[src/rtl/wdog_pkg.sv]
package wdog_pkg;

  localparam int unsigned REG_ADDR_W = 2;

  // Register addresses; the bench and software rely on these values.
  typedef enum logic [REG_ADDR_W-1:0] {
    REG_CLKHZ  = 2'd0,
    REG_COUNT  = 2'd1,
    REG_STATUS = 2'd2,
    REG_CTRL   = 2'd3
  } wdog_reg_e;

  localparam int unsigned CTRL_REARM_BIT  = 0;
  localparam int unsigned STATUS_GRANT_BIT = 0;

  // Decoded write commands handed from the register front end to the core.
  typedef struct packed {
    logic load;   // counter register written
    logic rearm;  // rearm bit written as 1
  } wdog_cmd_t;

endpackage

[src/rtl/wdog_wr_decode.sv]
module wdog_wr_decode
  import wdog_pkg::*;
#(
  parameter int unsigned DATA_W = 32,
  parameter int unsigned CNT_W  = 32   // must not exceed DATA_W
) (
  input  logic                  clk,
  input  logic                  rst,
  input  logic                  wr_en,
  input  logic [REG_ADDR_W-1:0] wr_addr,
  input  logic [DATA_W-1:0]     wr_data,
  output wdog_cmd_t             cmd,
  output logic [CNT_W-1:0]      load_val,
  output logic [CNT_W-1:0]      preset_q
);

  always_comb begin
    cmd.load  = wr_en && (wr_addr == REG_COUNT);
    cmd.rearm = wr_en && (wr_addr == REG_CTRL) && wr_data[CTRL_REARM_BIT];
    load_val  = wr_data[CNT_W-1:0];
  end

  // The preset is stored on every counter write, whatever the grant state.
  always_ff @(posedge clk) begin
    if (rst) begin
      preset_q <= '0;
    end else if (cmd.load) begin
      preset_q <= load_val;
    end
  end

endmodule

[src/rtl/wdog_core.sv]
module wdog_core
  import wdog_pkg::*;
#(
  parameter int unsigned CNT_W = 32
) (
  input  logic             clk,
  input  logic             rst,
  input  wdog_cmd_t        cmd,
  input  logic [CNT_W-1:0] load_val,
  input  logic [CNT_W-1:0] preset_q,
  output logic [CNT_W-1:0] count_q,
  output logic             grant_q,
  output logic             pulse_q
);

  localparam logic [CNT_W-1:0] ONE = CNT_W'(1);

  logic rearm_ok;
  logic last_tick;

  always_comb begin
    rearm_ok  = cmd.rearm && (preset_q != '0);
    last_tick = (count_q == ONE);
  end

  always_ff @(posedge clk) begin
    if (rst) begin
      count_q <= '0;
      grant_q <= 1'b0;
      pulse_q <= 1'b0;
    end else begin
      pulse_q <= 1'b0;
      if (rearm_ok) begin
        count_q <= preset_q;
        grant_q <= 1'b1;
      end else if (cmd.load && grant_q) begin
        if (load_val == '0) begin
          count_q <= '0;
          grant_q <= 1'b0;
          pulse_q <= 1'b1;
        end else begin
          count_q <= load_val;
        end
      end else if (grant_q) begin
        if (last_tick) begin
          count_q <= '0;
          grant_q <= 1'b0;
          pulse_q <= 1'b1;
        end else begin
          count_q <= count_q - ONE;
        end
      end
    end
  end

endmodule

[src/rtl/wdog_rd_mux.sv]
module wdog_rd_mux
  import wdog_pkg::*;
#(
  parameter int unsigned DATA_W      = 32,
  parameter int unsigned CNT_W       = 32,
  parameter int unsigned BASE_CLK_HZ = 50_000_000
) (
  input  logic                  clk,
  input  logic                  rst,
  input  logic                  rd_en,
  input  logic [REG_ADDR_W-1:0] rd_addr,
  input  logic [CNT_W-1:0]      count_q,
  input  logic                  grant_q,
  output logic [DATA_W-1:0]     rd_data,
  output logic                  rd_valid
);

  localparam logic [DATA_W-1:0] CLK_WORD = DATA_W'(BASE_CLK_HZ);

  logic [DATA_W-1:0] sel_word;

  always_comb begin
    sel_word = '0;
    case (rd_addr)
      REG_CLKHZ:  sel_word = CLK_WORD;
      REG_COUNT:  sel_word = DATA_W'(count_q);
      REG_STATUS: sel_word[STATUS_GRANT_BIT] = grant_q;
      default:    sel_word = '0;  // rearm bit is self-clearing
    endcase
  end

  always_ff @(posedge clk) begin
    if (rst) begin
      rd_data  <= '0;
      rd_valid <= 1'b0;
    end else begin
      rd_valid <= rd_en;
      if (rd_en) begin
        rd_data <= sel_word;
      end
    end
  end

endmodule

[src/rtl/wdog_timer.sv]
module wdog_timer
  import wdog_pkg::*;
#(
  parameter int unsigned DATA_W      = 32,
  parameter int unsigned CNT_W       = 32,
  parameter int unsigned BASE_CLK_HZ = 50_000_000
) (
  input  logic                  clk,
  input  logic                  rst,
  input  logic                  wr_en,
  input  logic [REG_ADDR_W-1:0] wr_addr,
  input  logic [DATA_W-1:0]     wr_data,
  input  logic                  rd_en,
  input  logic [REG_ADDR_W-1:0] rd_addr,
  output logic [DATA_W-1:0]     rd_data,
  output logic                  rd_valid,
  output logic                  granted,
  output logic                  timeout_pulse
);

  wdog_cmd_t        cmd;
  logic [CNT_W-1:0] load_val;
  logic [CNT_W-1:0] preset_q;
  logic [CNT_W-1:0] count_q;
  logic             grant_q;
  logic             pulse_q;

  wdog_wr_decode #(.DATA_W(DATA_W), .CNT_W(CNT_W)) u_wr (
    .clk      (clk),
    .rst      (rst),
    .wr_en    (wr_en),
    .wr_addr  (wr_addr),
    .wr_data  (wr_data),
    .cmd      (cmd),
    .load_val (load_val),
    .preset_q (preset_q)
  );

  wdog_core #(.CNT_W(CNT_W)) u_core (
    .clk      (clk),
    .rst      (rst),
    .cmd      (cmd),
    .load_val (load_val),
    .preset_q (preset_q),
    .count_q  (count_q),
    .grant_q  (grant_q),
    .pulse_q  (pulse_q)
  );

  wdog_rd_mux #(.DATA_W(DATA_W), .CNT_W(CNT_W), .BASE_CLK_HZ(BASE_CLK_HZ)) u_rd (
    .clk      (clk),
    .rst      (rst),
    .rd_en    (rd_en),
    .rd_addr  (rd_addr),
    .count_q  (count_q),
    .grant_q  (grant_q),
    .rd_data  (rd_data),
    .rd_valid (rd_valid)
  );

  assign granted       = grant_q;
  assign timeout_pulse = pulse_q;

endmodule

[config.mk]
export PLATFORM = sky130hd
export DESIGN_NAME = wdog_timer
export DESIGN_NICKNAME = d
export VERILOG_FILES = /design/src/rtl/wdog_pkg.sv /design/src/rtl/wdog_wr_decode.sv /design/src/rtl/wdog_core.sv /design/src/rtl/wdog_rd_mux.sv /design/src/rtl/wdog_timer.sv
export SDC_FILE = /design/constraint.sdc
export NUM_CORES = 1
export LEC_CHECK = 0
export ABC_AREA = 1
export CAP_MARGIN = 10
export CELL_PAD_IN_SITES_DETAIL_PLACEMENT = 1
export CELL_PAD_IN_SITES_GLOBAL_PLACEMENT = 2
export CORE_ASPECT_RATIO = 0.8
export CORE_MARGIN = 5
export CORE_UTILIZATION = 29
export DETAILED_ROUTE_END_ITERATION = 10
export GPL_TIMING_DRIVEN = 1
export PLACE_DENSITY_LB_ADDON = 0.1
export SYNTH_ARGS = -nofsm -noshare
export SYNTH_HDL_FRONTEND = slang
export SYNTH_SLANG_ARGS = --single-unit
[constraint.sdc]
create_clock -name clk -period 1.75 [get_ports clk]
set_input_delay 0.35 -clock clk [delete_from_list [all_inputs] [get_ports clk]]
set_output_delay 0.35 -clock clk [all_outputs]
set_load 0.02 [all_outputs]
==> metrics.cfg <==
[status]
status = finished with violations
violations = setup timing

[clock_tree]
cts_root_buf = clkbuf_16
cts_tree = built
clkLatencyLatePin_ns = 0.36
clkSinkCount = 99
hold_buffers = 0
clk_pin_slew_ns = 0.07
cts.path.max_buffers = 2
cts_max_level = 3
cts_buffers = 9

[floorplan]
ios = 75
die_w_um = 163.3
core_area_um2 = 18330
start_util = 0.2972
dieArea_um2 = 21650
die_h_um = 132.6
std_cell_rows = 44

[sta]
fin_crit_sh = 1.015
fin_tns_setup_ns = -0.03521
fmax_mhz = 563.0
drv_slew = 0
whs_ns = 0.4618
slew_headroom = 0.7139
hold_viol = 0
rsz0062_at_grt = yes
fin_skew_ns = 0.009162
tightest_slew_ns = 0.4279
setup-violations-final = 3
fin_crit_ns = 1.776
fin_ws_ns = -0.02622

[detailed_routing]
routed_wl_mm = 23.71
via_per_inst = 4.859
first_pass_iters = 4
vias = 6647
post_drt_wl_per_cell_um = 17.33
drt_iter0_drc = 397
antenna_left = 0
route.detailed.drc = 0

[placement]
dpl_cell_area_um2 = 7690
finalWeightedCongestion = 0.8593
portBuffers = 74
dpl_worst_slack_ns = -0.3588
dpl.hpwl_mm = 18.05
place_inst = 1330

[flow_run]
drv_cap = 0

[logic_synthesis]
syn_nets = 917
yosysWarningCount = 0
synth_cell_types = 33
avgSynthCellArea_um2 = 6.249
yosysSeqAreaShare = 0.3637
synth_seq_cells = 99
synth_cells = 872
syn_area_um2 = 5449

[setup_path]
critical_path_class = flop to flop
critPathBufInv = 3
cp_slowest_cell = dfxtp_2
cp_common_cell = nor2_1
max_stage_delay_ns = 0.32
crit_path_end_kind = flop
critical_path.max_fanout = 6
critPathLaunchType = flop
worst_ep_arrival_time_ns = 2.03
worstPathCellList = nor2_1, buf_4, nand2_2, nor2_2, nand2_2, nor2_4, nor2_4, buf_12, buf_12, nand2_1, a21oi_1, nor2_1, nor2_1
cp.required_ns = 2.00
crit_family = simple AND/OR/NAND/NOR gates

[power_and_ir_drop]
ir_drop_uv = 436.3
p_leak_nw = 4.077
powerDensity_nw_per_um2 = 842.1
total_power_mw = 7.411

[global_route]
grt_pass1_vias = 7026
grt.overflow.total = 0
grt_pass1_wl_mm = 36.40
antenna_found_initial = 0
grt_max_degree = 41
track_usage = 0.2121

[layout]
final_cell_count_no_fill = 1368
area_growth_pct = 61.52
nets = 1155
design_area_um2 = 8801
diodes = 0
final_layout_size_suffix_gt1_frac = 0.3211
final_util = 0.4801

[min_path]
hold_path_class = primary input to flop

-- state kept, by name, summed over array words and instances, names as in the netlist --
signal	flops
u_rd.rd_data	32
u_rd.rd_valid	1
u_core.pulse_q	1
u_core.count_q	32
u_wr.preset_q	32
u_core.grant_q	1
-- cell type report --
class                           count  area (µm²)
Sequential cell                    99        2002
Tap cell                          253       316.6
Clock buffer                       10       229.0
Fill cell                        2325        9532
Multi-Input combinational cell    663        3543
Timing Repair Buffer              266        2374
Inverter                           71       271.5
Clock inverter                      6       65.06
-- layout by cell type (no fill, tap or decap), types with 7 or more instances in the layout --
cell type / netlist / routed
inv_2: 7 / 7
o21ai_1: 10 / 8
inv_1: 62 / 60
buf_6: 2 / 14
a21oi_2: 0 / 13
xor2_1: 9 / 9
o31ai_1: 12 / 12
o21ai_0: 50 / 48
clkdlybuf4s50_1: 0 / 69
dfxtp_1: 99 / 83
nand2_2: 2 / 24
a21oi_1: 61 / 48
nor2_2: 4 / 30
nand2_1: 223 / 193
buf_4: 2 / 168
dfxtp_2: 0 / 16
nand3_2: 0 / 13
nand3_1: 74 / 61
buf_12: 0 / 7
o21bai_1: 8 / 8
nand2_4: 0 / 8
nor2_1: 178 / 131
nor2_4: 4 / 25
clkbuf_16: 0 / 11
-- cells in the mapped netlist --
cell type	n	area share
nand2_1	223	0.15
nor2_1	178	0.12
dfxtp_1	99	0.36
nand3_1	74	0.068
inv_1	62	0.043
a21oi_1	61	0.056
o21ai_0	50	0.046
clkbuf_1	25	0.017
o31ai_1	12	0.017
o21ai_1	10	0.0092
buf_2	9	0.0083
xor2_1	9	0.014
o21bai_1	8	0.011
inv_2	7	0.0048
nand4_1	6	0.0069
ha_1	5	0.011
nor2_2	4	0.0046
nor2_4	4	0.0083
nor4_1	4	0.0046
o211ai_1	3	0.0041
buf_4	2	0.0028
buf_6	2	0.0041
clkinv_1	2	0.0014
nand2_2	2	0.0023
nor3_1	2	0.0018
nor3b_1	2	0.0028
a21o_1	1	0.0014
buf_1	1	0.00069
nand3b_1	1	0.0014
nor3_4	1	0.0030
o21ai_2	1	0.0016
or2_2	1	0.0011
xnor2_1	1	0.0016
-- path summary, 6_finish.rpt --
| kind | cells after the start | start | slack [ns] | end |
|---|---|---|---|---|
| setup / recovery | 13 | u_core.count_q[28] | -0.03 | u_core.count_q[4] |
| hold / removal | 4 | wr_data[0] | 0.46 | u_wr.preset_q[0] |
| setup reg to reg | 13 | u_core.count_q[28] | -0.03 | u_core.count_q[4] |
| hold reg to reg | 2 | u_rd.rd_data[31] | 0.47 | u_rd.rd_data[31] |
-- per-layer routing --
layer  vias to the layer above  global-route usage  share of wire  wire, µm
li1                       3276                   -              -         -
met1                      3223              0.2698           0.43     10290
met2                       113              0.3763           0.50     11960
met3                        35             0.03047          0.041       974
met4                         0             0.05496          0.020       476
met5                         -                   0              0         0
-- logic make-up after synthesis --
kind of cell,after synthesis,share of synthesized area
buf+inv,110,0.08197
flops,99,0.3637
simple gates,502,0.3809
xor+xnor,10,0.01607
compound gates,146,0.1458
fa+ha+maj,5,0.01148
-- repair_timing --
| item | CTS | global route |
|---|---|---|
| gates cloned | 0 | 2 |
| endpoints found under the setup margin | 34 | 34 |
| gates resized for setup | 52 | 138 |
| buffers inserted | 11 | 11 |
| pin swaps | 14 | 60 |
-- tightest hold or removal path, cell delays in order --
cell and delay, ns:
dlymetal6s2s_1 0.12, buf_4 0.12, o21ai_0 0.07, a21oi_1 0.12
-- power by group --
group | leakage, nW | switching [mW] | internal [mW] | total [mW]
clock | 0.143 | 0.960 | 1.11 | 2.07
combinational | 3.12 | 1.64 | 1.26 | 2.90
sequential | 0.813 | 0.0794 | 2.36 | 2.44
No activity file was read; power rests on OpenSTA's default activity.
